File: config.mk
export PLATFORM = sky130hd
export DESIGN_NAME = evt_timer_top
export DESIGN_NICKNAME = d
export VERILOG_FILES = /design/src/rtl/gpt_pkg.sv /design/src/rtl/gpt_run_ctrl.sv /design/src/rtl/gpt_count.sv /design/src/rtl/gpt_irq.sv /design/src/rtl/evt_timer_top.sv
export SDC_FILE = /design/constraint.sdc
export NUM_CORES = 1
export LEC_CHECK = 0
export BUFFER_PORTS_ARGS = -buffer_cell sky130_fd_sc_hd__buf_4
export CORE_UTILIZATION = 45
export CTS_CLUSTER_SIZE = 25
export DETAILED_ROUTE_END_ITERATION = 7
export HOLD_SLACK_MARGIN = 0.02
export PLACE_DENSITY = 0.74
export SKIP_CTS_REPAIR_TIMING = 1
export SLEW_MARGIN = 20
export SYNTH_ARGS = -nofsm -noshare
export SYNTH_HDL_FRONTEND = slang
export SYNTH_SLANG_ARGS = --single-unit
export TNS_END_PERCENT = 20
File: constraint.sdc
create_clock -name clk -period 3.55 [get_ports clk]
set_clock_uncertainty 0.05 [all_clocks]
set_input_delay 0.1775 -clock clk [delete_from_list [all_inputs] [get_ports clk]]
set_output_delay 0.1775 -clock clk [all_outputs]
set_load 0.005 [all_outputs]
File: src/rtl/gpt_pkg.sv
package gpt_pkg;
    localparam int CNT_W_DEF  = 32;
    localparam int HALF_W_DEF = 16;

    // Run-control request bundle
    typedef struct packed {
        logic start;
        logic stop;
        logic halt;
    } run_cmd_t;

    // Next state of the sticky status bit.
    // Reset clears it, a wrap sets it, and a set beats a clear in the same cycle.
    function automatic logic status_next(input logic cur, input logic halt,
                                         input logic wrap, input logic clr);
        if (halt)      return 1'b0;
        else if (wrap) return 1'b1;
        else if (clr)  return 1'b0;
        else           return cur;
    endfunction

    // Next run state. Reset or stop wins over start.
    function automatic logic run_next(input logic cur, input run_cmd_t c);
        if (c.halt || c.stop) return 1'b0;
        else if (c.start)     return 1'b1;
        else                  return cur;
    endfunction
endpackage

File: src/rtl/gpt_run_ctrl.sv
module gpt_run_ctrl
    import gpt_pkg::*;
(
    input  logic     clk,
    input  run_cmd_t cmd,
    output logic     run_q
);
    always_ff @(posedge clk) begin
        run_q <= run_next(run_q, cmd);
    end
endmodule

File: src/rtl/gpt_count.sv
module gpt_count #(
    parameter int CNT_W  = 32,
    parameter int HALF_W = 16,
    localparam int NUM_HALVES = CNT_W / HALF_W,
    localparam int SEL_W = (NUM_HALVES > 1) ? $clog2(NUM_HALVES) : 1
) (
    input  logic              clk,
    input  logic              dec_en,
    input  logic              wr_en,
    input  logic [SEL_W-1:0]  wr_sel,
    input  logic [HALF_W-1:0] wr_data,
    input  logic [SEL_W-1:0]  rd_sel,
    output logic [HALF_W-1:0] rd_data,
    output logic [CNT_W-1:0]  cnt_q,
    output logic              wrap
);
    logic [CNT_W-1:0]  dec_val;
    logic [HALF_W-1:0] half_q [NUM_HALVES];

    // 32-bit decrement. Every half follows it unless that half is written.
    assign dec_val = dec_en ? (cnt_q - 1'b1) : cnt_q;

    // A wrap counts only when no write interferes in the same cycle.
    assign wrap = dec_en && (cnt_q == '0) && !wr_en;

    for (genvar h = 0; h < NUM_HALVES; h++) begin : g_half
        logic hit;
        assign hit = wr_en && (wr_sel == SEL_W'(h));
        // No reset: the count survives hardware and software reset.
        always_ff @(posedge clk) begin
            if (hit) half_q[h] <= wr_data;
            else     half_q[h] <= dec_val[h*HALF_W +: HALF_W];
        end
        assign cnt_q[h*HALF_W +: HALF_W] = half_q[h];
    end

    always_comb begin
        rd_data = '0;
        for (int h = 0; h < NUM_HALVES; h++) begin
            if (rd_sel == SEL_W'(h)) rd_data = half_q[h];
        end
    end
endmodule

File: src/rtl/gpt_irq.sv
module gpt_irq
    import gpt_pkg::*;
(
    input  logic clk,
    input  logic halt,
    input  logic wrap,
    input  logic clr,
    input  logic mask,
    output logic status_q,
    output logic irq
);
    always_ff @(posedge clk) begin
        status_q <= status_next(status_q, halt, wrap, clr);
    end

    assign irq = status_q & mask;
endmodule

File: src/rtl/evt_timer_top.sv
module evt_timer_top
    import gpt_pkg::*;
#(
    parameter int CNT_W  = CNT_W_DEF,
    parameter int HALF_W = HALF_W_DEF,
    localparam int NUM_HALVES = CNT_W / HALF_W,
    localparam int SEL_W = (NUM_HALVES > 1) ? $clog2(NUM_HALVES) : 1
) (
    input  logic              clk,
    input  logic              rst,
    input  logic              sw_rst,
    input  logic              tick_en,
    input  logic              cmd_start,
    input  logic              cmd_stop,
    input  logic              wr_en,
    input  logic [SEL_W-1:0]  wr_sel,
    input  logic [HALF_W-1:0] wr_data,
    input  logic [SEL_W-1:0]  rd_sel,
    output logic [HALF_W-1:0] rd_data,
    input  logic              irq_mask,
    input  logic              irq_clr,
    output logic              running,
    output logic              irq_status,
    output logic              irq
);
    logic             halt;
    logic             dec_en;
    logic             wrap;
    logic [CNT_W-1:0] cnt_q;
    run_cmd_t         cmd;

    assign halt   = rst | sw_rst;
    assign cmd    = '{start: cmd_start, stop: cmd_stop, halt: halt};
    assign dec_en = running & tick_en & ~halt;

    gpt_run_ctrl u_run (
        .clk   (clk),
        .cmd   (cmd),
        .run_q (running)
    );

    gpt_count #(.CNT_W(CNT_W), .HALF_W(HALF_W)) u_count (
        .clk     (clk),
        .dec_en  (dec_en),
        .wr_en   (wr_en),
        .wr_sel  (wr_sel),
        .wr_data (wr_data),
        .rd_sel  (rd_sel),
        .rd_data (rd_data),
        .cnt_q   (cnt_q),
        .wrap    (wrap)
    );

    gpt_irq u_irq (
        .clk      (clk),
        .halt     (halt),
        .wrap     (wrap),
        .clr      (irq_clr),
        .mask     (irq_mask),
        .status_q (irq_status),
        .irq      (irq)
    );
endmodule

Word-level counts from Yosys, hierarchy flattened --
Memories as Yosys holds them, arrays and structs flattened. Cells that the tools add are included.
Storage, ports and cells: flip-flop bits (word level) 2, memories 1, output and inout port bits 19, bits in writable memories 32, input bits 27, word-level logic and storage cells 32
Cells by class: bitwise logic cells 8, add/sub/neg operators 1, muxes and demuxes 12, reduce and logical (&&, ||, !) cells 8
Memories:
- u_count.half_q | depth 2, bits a word 16, rd ports 2, clocked after memory_dff 0, write ports 2, RTL line gpt_count.sv:18 | logic [HALF_W-1:0] half_q [NUM_HALVES];
Operators with widths (number):
- $mux 16 | 3
- $logic_not 32->1 | 1
- $mux 32 | 1
- $sub 32x1->32 const B | 1
- $mux 1 | 8
- $logic_and 1x1->1 | 4
- $and 1x1->1 | 3
- $or 1x1->1 | 3
- $not 1->1 | 2
- $reduce_bool 2->1 | 1
- $logic_not 1->1 | 1
- $logic_or 1x1->1 | 1

Depth between registers and ports, before layout --
depth after elaboration 6, gate-level depth with buffers 6, gate-level depth less buffers 6

By module --
Synthesis repeated with hierarchy kept, for this count alone.
Second synthesis, totals: cells, all modules 232, area, all modules 2242.2 µm²
Modules (own cells, without submodules):
- gpt_count | cells an instance 222, instances 1, sequential area each 960.9 µm², area an instance 2144.6 µm²
- gpt_irq | cells an instance 5, instances 1, sequential area each 20.0 µm², area an instance 45.0 µm²
- gpt_run_ctrl | cells an instance 3, instances 1, sequential area each 20.0 µm², area an instance 33.8 µm²
- evt_timer_top | cells an instance 2, instances 1, sequential area each 0.0 µm², area an instance 18.8 µm²

Worst setup path after synthesis --
No wires, ideal clock.
path kind register -> register, start memory u_count.half_q[1][8], end register u_irq.status_q, path buffers 1, stages on the path, launching flop included 6, library setup time 0.079 ns, arrival 2.277 ns, clock period less this slack 2.406 ns, path slack 1.144 ns, cells stage by stage edfxtp_1 > or4_1 > buf_2 > or4_4 > or4_4 > a211oi_2
RTL lines:
- start: declaration | RTL line gpt_count.sv:18
- end signal: assignment | RTL line gpt_irq.sv:13 | status_q <= status_next(status_q, halt, wrap, clr);
- end: declaration | RTL line gpt_irq.sv:9 | output logic status_q,

==> results.toml <==
[global_route]
antenna_found_initial = 0
grt_pass1_wl_um = 10200
grt-ovfl-total = 0
grt_pass1_vias = 1958
grt_max_degree = 32
grt_use_total_pct = 25.0

[timing]
finalCriticalPeriod_ps = 3280
drv_slew = 0
worst_pin_slew_ps = 975
setup_viol = 0
rsz0062_at_grt = "no"
slew-limit-headroom_pct = 34.4
finalHoldViolations = 0
fmax_mhz = 305
period_share_pct = 92.4
tns_ps = 0

[logic_synthesis]
syn_inst = 253
ys_warn_count = 0
ys_types = 44
seq_area_frac_synth_pct = 42.2
synthFlopType = "edfxtp_1"
synth_edf_count = 32
ys_ff_latch = 34
avgSynthCellArea_um2 = 9.37
async_reset_ff_share_pct = 0
syn_nets = 281
netlist_area_mm2 = 0.00237

[worst_setup_path]
worst_setup_path_start_kind = "flop"
cp-end-kind = "flop"
required_ps = 3730
crit_path_max_fanout = 8
crit_type = "reg2reg"
cp.arrival_ps = 3460

[job]
drv_cap = 0

[detailed_routing]
via_count = 2270
final_antenna_net_count = 0
viasPerCell = 6.19
firstDrtPassIters = 5
route.detailed.drc = 0
wirelength_um = 6630
wl_per_cell_um = 18.1
drt_iter0_drc = 249

[clocking]
cts_tree = "built"
clock-sinks = 34
cts_made_buffers = 5
cts_buffer_depth = 2
ctsRootBufferMaster = "clkbuf_8"
cts-htree-levels = 2
clk_pin_slew_ps = 80
clk_latency_ps = 290

[finish]
finalNetCount = 324
syn2layout_area_growth_pct = 21.3
drive_gt1_share_pct = 25.6
stdcell_count = 367
diodes = 0
fillers = 466

[place]
io_buffer_count = 45
dp.cells = 356
place_hpwl_um = 4600
globalplace.congestion = 0.849

[floorplan]
die_w_um = 74.6
dieHeight_um = 74.6
core_area_mm2 = 0.00507
die-area_mm2 = 0.00556
start_util_pct = 46.7
core.rowCount = 26
ios = 46

[power]
p_comb_share_pct = 17.2
ir_drop_uv = 160
internal-power_mw = 0.684
p_sw_share_pct = 27.0
power_density_mw_per_mm2 = 326
pwr-share-clk_pct = 30.0
power.switching_mw = 0.253
p_leak_nw = 0.982
p_seq_share_pct = 52.8

[worst_hold_path]
holdCritPathClass = "in2reg"

[run_status]
status = "finished, final reports clean"
-- cell type report --
type,count,area [um^2],share of cell area [%]
Clock buffer,6,72.6,2.52
Clock inverter,2,8.76,0.304
Inverter,2,7.51,0.261
Multi-Input combinational cell,201,1300,45.2
Sequential cell,34,1000,34.8
Tap cell,70,87.6,3.04
Timing Repair Buffer,52,398,13.8
-- power by group through the flow --
stage / logic (mW) / clock network (mW) / registers, mW
6_report: 0.161 / 0.281 / 0.495
5_1_grt: 0.175 / 0.302 / 0.498
4_1_cts: 0.159 / 0.286 / 0.494
3_5_place_dp: 0.157 / 0 / 0.503
3_3_place_gp: 0.156 / 0 / 0.502
2_1_floorplan: 0.0916 / 0 / 0.492
-- cell usage after synthesis (all sizes together) (8+ instances only) --
| cell type | count | area share, % |
|---|---|---|
| nor2 | 22 | 3.5 |
| or3 | 10 | 2.6 |
| a21oi | 8 | 1.7 |
| nor3 | 11 | 2.3 |
| nand4 | 9 | 2.4 |
| mux2 | 14 | 6.6 |
| or4 | 10 | 3.5 |
| nand2 | 17 | 2.7 |
| o21ai | 16 | 3.4 |
| edfxtp | 32 | 41 |
| a31oi | 13 | 3.4 |
| clkbuf | 14 | 2.2 |
| nand3 | 13 | 2.7 |
-- path summary, 6_finish.rpt --
| check | start | endpoint | slack (ps) | cells after the start |
|---|---|---|---|---|
| worst min-delay path | sw_rst | u_run.run_q | 20 | 2 |
| worst max-delay path | u_count.half_q[0][0] | u_irq.status_q | 270 | 7 |
| worst min register to register | u_run.run_q | u_run.run_q | 470 | 2 |
| worst max register to register | u_count.half_q[0][0] | u_irq.status_q | 270 | 7 |
-- layout by cell type (no fill, tap or decap), drive strengths merged, types with 3 or more instances in the layout --
| master | instances |
|---|---|
| buf | 49 |
| edfxtp | 32 |
| nor2 | 22 |
| nand2 | 17 |
| o21ai | 16 |
| mux2 | 14 |
| nand3 | 13 |
| a31oi | 13 |
| nor3 | 11 |
| or3 | 10 |
| or4 | 10 |
| nand4 | 9 |
| a21oi | 8 |
| nor4 | 7 |
| o31ai | 6 |
| o311ai | 6 |
| clkbuf | 6 |
| nand2b | 5 |
| xor2 | 5 |
| o211a | 4 |
| xnor2 | 4 |
| dlygate4sd3 | 3 |
| and3 | 3 |
-- critical path: stages, from the launching register on --
cell and delay (ps):
edfxtp_1 430, inv_1 100, ha_1 210, nor4b_2 570
nand3_1 440, or4_4 640, a211oi_2 210, dlygate4sd3_1 560
-- cell families (layout without fill, tap and decap cells) --
family | count (synthesis) | in the layout | synth area share [%]
buffers and inverters | 18 | 62 | 2.90
XOR/XNOR | 9 | 9 | 3.32
AND/OR/NAND/NOR | 119 | 119 | 28.1
AO/OA/AOI/OAI | 58 | 58 | 16.3
flip-flops | 34 | 34 | 42.2
adder cells (fa/ha/maj) | 1 | 1 | 0.528
multiplexers | 14 | 14 | 6.65
-- flip-flops by register name (all words and copies together), names as in the netlist --
| signal | cells |
|---|---|
| u_count.half_q | 32 |
| u_irq.status_q | 1 |
| u_run.run_q | 1 |
-- per-stage QoR --
stage	util (%)	hold WS [ps]	setup WS (ps)	total power, mW	area [um^2]
after floorplan	-	192	1140	0.583	2370
after global placement	54.5	296	995	0.657	2770
after detailed placement	54.5	298	873	0.660	2770
after CTS	56.1	-12.6	858	0.938	2850
after global routing	56.7	29.0	103	0.975	2880
final	56.7	18.1	270	0.937	2880
-- metal layers --
layer  track usage (%)  vias to the layer above  part of all wire (%)
li1                  -                     1090                     -
met1              36.1                     1052                    45
met2              38.0                      119                    46
met3              5.01                        9                   8.1
met4              7.34                        0                   1.0
met5                 0                        -                     0
(Power assumes the default switching activity.)
